<file path="src/rtl/tdc_bin_calibrator.sv">
module tdc_bin_calibrator #(
  parameter int NBINS  = 64,
  parameter int CNT_W  = 20,
  parameter int TIME_W = 16,
  parameter int LOG_W  = 5
) (
  input  logic                     clk,
  input  logic                     rst_n,
  input  logic                     start,
  input  logic [TIME_W-1:0]        period_ps,
  input  logic [LOG_W-1:0]         log2_hits,
  input  logic                     hit_valid,
  input  logic [$clog2(NBINS)-1:0] hit_code,
  input  logic                     lookup_en,
  input  logic [$clog2(NBINS)-1:0] lookup_code,
  output logic                     busy,
  output logic                     ready,
  output logic                     lookup_valid,
  output logic [TIME_W-1:0]        lookup_time
);
  localparam int CODE_W  = $clog2(NBINS);
  localparam int MAX_LOG = CNT_W - 1;
  localparam int SUM_W   = CNT_W + 2;
  localparam int PROD_W  = SUM_W + TIME_W;

  typedef enum logic [2:0] {S_IDLE, S_CLEAR, S_COLLECT, S_BUILD, S_READY} state_t;

  state_t              state;
  logic [CODE_W-1:0]   idx;
  logic [CNT_W:0]      hits, acc;
  logic [TIME_W-1:0]   t0_q;
  logic [LOG_W-1:0]    lg_q;
  logic [CNT_W-1:0]    hist [NBINS];
  logic [TIME_W-1:0]   lut  [NBINS];

  wire               last_idx = (idx == CODE_W'(NBINS - 1));
  wire [LOG_W-1:0]   lg_in    = (log2_hits > LOG_W'(MAX_LOG)) ? LOG_W'(MAX_LOG) : log2_hits;
  wire [CNT_W:0]     goal     = (CNT_W+1)'(1) << lg_q;
  wire               take     = (state == S_COLLECT) && hit_valid;
  wire               can_go   = start && (state == S_IDLE || state == S_READY);
  wire [SUM_W-1:0]   sum2     = {acc, 1'b0} + SUM_W'(hist[idx]);
  wire [PROD_W-1:0]  prod     = PROD_W'(sum2) * PROD_W'(t0_q);
  wire [TIME_W-1:0]  mid      = TIME_W'(prod >> (lg_q + LOG_W'(1)));

  assign busy  = (state == S_CLEAR) || (state == S_COLLECT) || (state == S_BUILD);
  assign ready = (state == S_READY);

  always_ff @(posedge clk) begin
    if (!rst_n) begin
      state <= S_IDLE;
      idx   <= '0;
      hits  <= '0;
      acc   <= '0;
      t0_q  <= '0;
      lg_q  <= '0;
    end else begin
      case (state)
        S_IDLE, S_READY:
          if (can_go) begin
            state <= S_CLEAR;
            idx   <= '0;
            t0_q  <= period_ps;
            lg_q  <= lg_in;
          end
        S_CLEAR: begin
          idx <= idx + 1'b1;
          if (last_idx) begin
            state <= S_COLLECT;
            hits  <= '0;
          end
        end
        S_COLLECT:
          if (take) begin
            hits <= hits + 1'b1;
            if (hits + 1'b1 == goal) begin
              state <= S_BUILD;
              idx   <= '0;
              acc   <= '0;
            end
          end
        S_BUILD: begin
          idx <= idx + 1'b1;
          acc <= acc + (CNT_W+1)'(hist[idx]);
          if (last_idx) state <= S_READY;
        end
        default: state <= S_IDLE;
      endcase
    end
  end

  always_ff @(posedge clk) begin
    if (state == S_CLEAR)
      hist[idx] <= '0;
    else if (take)
      hist[hit_code] <= hist[hit_code] + 1'b1;
    if (state == S_BUILD)
      lut[idx] <= mid;
  end

  always_ff @(posedge clk) begin
    if (!rst_n) begin
      lookup_valid <= 1'b0;
      lookup_time  <= '0;
    end else begin
      lookup_valid <= ready && lookup_en;
      lookup_time  <= (ready && lookup_en) ? lut[lookup_code] : '0;
    end
  end
endmodule


</file>
<file path="config.mk">
export PLATFORM = sky130hd
export DESIGN_NAME = tdc_bin_calibrator
export DESIGN_NICKNAME = d
export VERILOG_FILES = /design/src/rtl/tdc_bin_calibrator.sv
export SDC_FILE = /design/constraint.sdc
export NUM_CORES = 2
export LEC_CHECK = 0
export BUFFER_PORTS_ARGS = -buffer_cell sky130_fd_sc_hd__buf_2
export CORE_MARGIN = 2
export CORE_UTILIZATION = 46
export CTS_BUF_LIST = sky130_fd_sc_hd__clkbuf_4
export CTS_CLUSTER_SIZE = 30
export DETAILED_ROUTE_END_ITERATION = 10
export GPL_ROUTABILITY_DRIVEN = 0
export SYNTH_ARGS = -nofsm -noshare
export SYNTH_HDL_FRONTEND = slang
export SYNTH_SLANG_ARGS = --single-unit
export TNS_END_PERCENT = 20
</file>
<file path="constraint.sdc">
create_clock -name clk -period 38.7 [get_ports clk]
set_clock_uncertainty 0.1 [all_clocks]
set_input_delay 7.74 -clock clk [delete_from_list [all_inputs] [get_ports clk]]
set_output_delay 7.74 -clock clk [all_outputs]
set_load 0.01 [all_outputs]
</file>
==> impl_metrics.tcl <==
set metrics [dict create \
    dp_hpwl_mm 201 \
    ctsHoldBuffers 0 \
    setup_tns_ns 0 \
    finalMaxSlewViolations 0 \
    portBuffers 56 \
    regToRegSetupSlack_ns 23.89 \
    drive_gt1_share_pct 34.8 \
    post_cts_buffers 0 \
    worstHoldPathType "reg2reg" \
    layout.area.seq_mm2 0.0711 \
    crit_required_ns 39.64 \
    syn_area_mm2 0.119 \
    area_delta_synth_final_pct 11.2 \
    crit_type "reg2reg" \
    worst_pin_slew_ns 1.23 \
    grt_busiest_layer "met2" \
    met1_usage_pct 34.2 \
    grt_util_met3_pct 5.17 \
    ios 57 \
    clkTransAtPathRegs_ns 0.06 \
    grt_antenna_before_repair 20 \
    multi_input_area_mm2 0.0450 \
    vias_per_cell 6.16 \
    cts_buffers 630 \
    drt_first_pass_iters 5 \
    p_leak_uw 0.0463 \
    maxSlewHeadroom_pct 18.0 \
    hold_depth 2 \
    grt_first_pass_wirelength_mm 487 \
    row_count 186 \
    crit_path_end_kind "register" \
    dieArea_mm2 0.262 \
    grt_pass1_vias 71000 \
    wl_per_cell_um 30.5 \
    setup_violations 0 \
    fin_nets 7613 \
    syn_area_per_cell_um2 17.9 \
    wirelength_mm 335 \
    powerDensity_mw_per_mm2 48.7 \
    die_h_um 512 \
    ctsResizeCount 0 \
    vias 67700 \
    synth-main-ff-cell "edfxtp_1" \
    cap_violations 0 \
    clk_path_buf_depth 4 \
    drc 0 \
    gr-usage-met2_pct 41.8 \
    cp_max_fo 64 \
    yosys_warnings 0 \
    grt_max_degree 137 \
    ir_worst_vdd_v 0.0000687 \
    fin_crit_ns 14.81 \
    outcome "finished, final reports clean" \
    synth_cells 6614 \
    cp_common_cell "fa_1" \
    die_x_um 512 \
    fin_crit_sh_pct 38.3 \
    arrival_ns 15.75 \
    synth_async_sr_flop_share_pct 0 \
    n_fill_cell 21000 \
    rsz0062_at_grt "false" \
    hold_viol 0 \
    core_area_mm2 0.257 \
    synth-edff-count 2304 \
    cts_tree "done" \
    grtUsageTotal_pct 25.6 \
    clock-sinks 2399 \
    synth_seq_cells 2399 \
    critPathMaxStageDelay_ns 0.91 \
    hold_end "hits[17]" \
    fmax_mhz 67.5 \
    initial_utilization_pct 46.2 \
    hp-start "hits[17]" \
    grt_overflow 0 \
    drt_iter0_drc 6919 \
    crit_slowest_cell "buf_4" \
    ant_nets 0 \
    crit_path_start_kind "register" \
    timing.rr.end "lut[40][15]" \
    yosysSeqAreaShare_pct 59.9 \
    clk_latency_ns 1.49 \
    cts.htree.levels 6 \
    synth_cell_types 99 \
    post-route-util_pct 51.4 \
    r2r_cells 41 \
    syn-num-nets 7090 \
    cts_root_buffer "clkbuf_4" \
]
[registers in the layout, indices dropped and copies added (netlist names), named ones only]
| name | flops |
|---|---|
| hist | 1280 |
| lut | 1024 |
| acc | 21 |
| hits | 21 |
| lookup_time | 16 |
| t0_q | 16 |
| idx | 6 |
| lg_q | 5 |
| state | 3 |
| lookup_valid | 1 |
[placed cells by master, fill, tap and decap left out, drive strengths merged, types with 74 or more instances in the layout]
master	netlist	layout
edfxtp	2304	2304
mux4	1147	1147
clkbuf	258	909
inv	363	381
nand2	370	370
buf	160	308
nor2	283	283
fa	280	280
and2	162	162
ha	158	158
clkinv	1	142
a21oi	137	137
o21ai	107	107
dfxtp	95	95
mux2i	74	74
[critical path, delay by kind of cell, from the launching register on]
family                     cells  cell delay [ns]
AOI/OAI and AO/OA             14             3.40
xor gates and xnor gates       2             0.35
adders and majority gates      8             3.73
buffers and inverters          8             2.60
DFF                            1             0.86
muxes                          4             2.09
and+or+nand+nor                5             1.16
[power breakdown]
part | total [uW] | internal (uW) | switching, uW
Clock | 2200 | 1150 | 1050
Combinational | 1120 | 362 | 757
Sequential | 3100 | 3100 | 6.13
Total | 6420 | 4610 | 1820
[layer usage]
metal / routed length [um] / vias to the layer above
li1: - / 28000
met1: 132000 / 36100
met2: 165000 / 2968
met3: 27200 / 579
met4: 11300 / 10
met5: 76 / -
[area by class of cell]
class | count | area share (%)
Antenna cell | 4 | 0.00758
Clock buffer | 908 | 5.17
Clock inverter | 182 | 0.867
Inverter | 364 | 1.04
Multi-Input combinational cell | 3433 | 34.1
Sequential cell | 2399 | 53.9
Tap cell | 3384 | 3.21
Timing Repair Buffer | 309 | 1.77
[worst max path at each step]
stage,endpoint,slack [ns],depth (start not counted)
finish,lut[40][15],23.89,41
global route,lut[47][15],22.93,41
CTS,lut[40][15],23.83,41
detailed placement,lut[20][5],23.89,41
global placement,lut[42][9],24.00,40
floorplan,lut[0][7],22.43,42
[per-stage QoR]
| step | hold WS [ns] | worst slack, ns | area, um2 | std cells | total power, uW |
|---|---|---|---|---|---|
| 2_1_floorplan | 0.354 | 22.43 | 119000 | 6614 | 3900 |
| 3_3_place_gp | 0.389 | 24.00 | 124000 | 9889 | 4260 |
| 3_5_place_dp | 0.403 | 23.89 | 124000 | 9889 | 4280 |
| 4_1_cts | 0.411 | 23.83 | 132000 | 11000 | 6490 |
| 5_1_grt | 0.461 | 22.93 | 132000 | 11000 | 6710 |
| 6_report | 0.425 | 23.89 | 132000 | 11000 | 6420 |
[Yosys cell counts (all sizes together) (31+ instances only)]
cell,instances,share of area [%]
edfxtp,2304,58
mux4,1147,22
nand2,370,1.2
inv,363,1.1
nor2,283,0.90
fa,280,4.7
clkbuf,258,0.82
and2,162,0.85
buf,160,0.76
ha,158,1.7
a21oi,137,0.58
o21ai,107,0.45
dfxtp,95,1.6
mux2i,74,0.62
xnor2,66,0.49
nand3,56,0.24
nor2b,48,0.25
nor3,47,0.21
xor2,47,0.35
a21o,40,0.25
a211oi,33,0.23
mux2,32,0.30
nand2b,31,0.16
[kinds of logic (layout without fill, tap and decap cells)]
family	Yosys count	count (layout)	synth area share, %
flip-flops	2399	2399	59.9
multiplexers	1253	1253	22.7
AND/OR/NAND/NOR	1110	1110	4.49
buffers and inverters	782	1763	2.73
AO/OA/AOI/OAI	518	518	2.95
adder cells (fa/ha/maj)	438	438	6.39
XOR/XNOR	114	114	0.853
other	0	4	0
(Power assumes the default switching activity.)
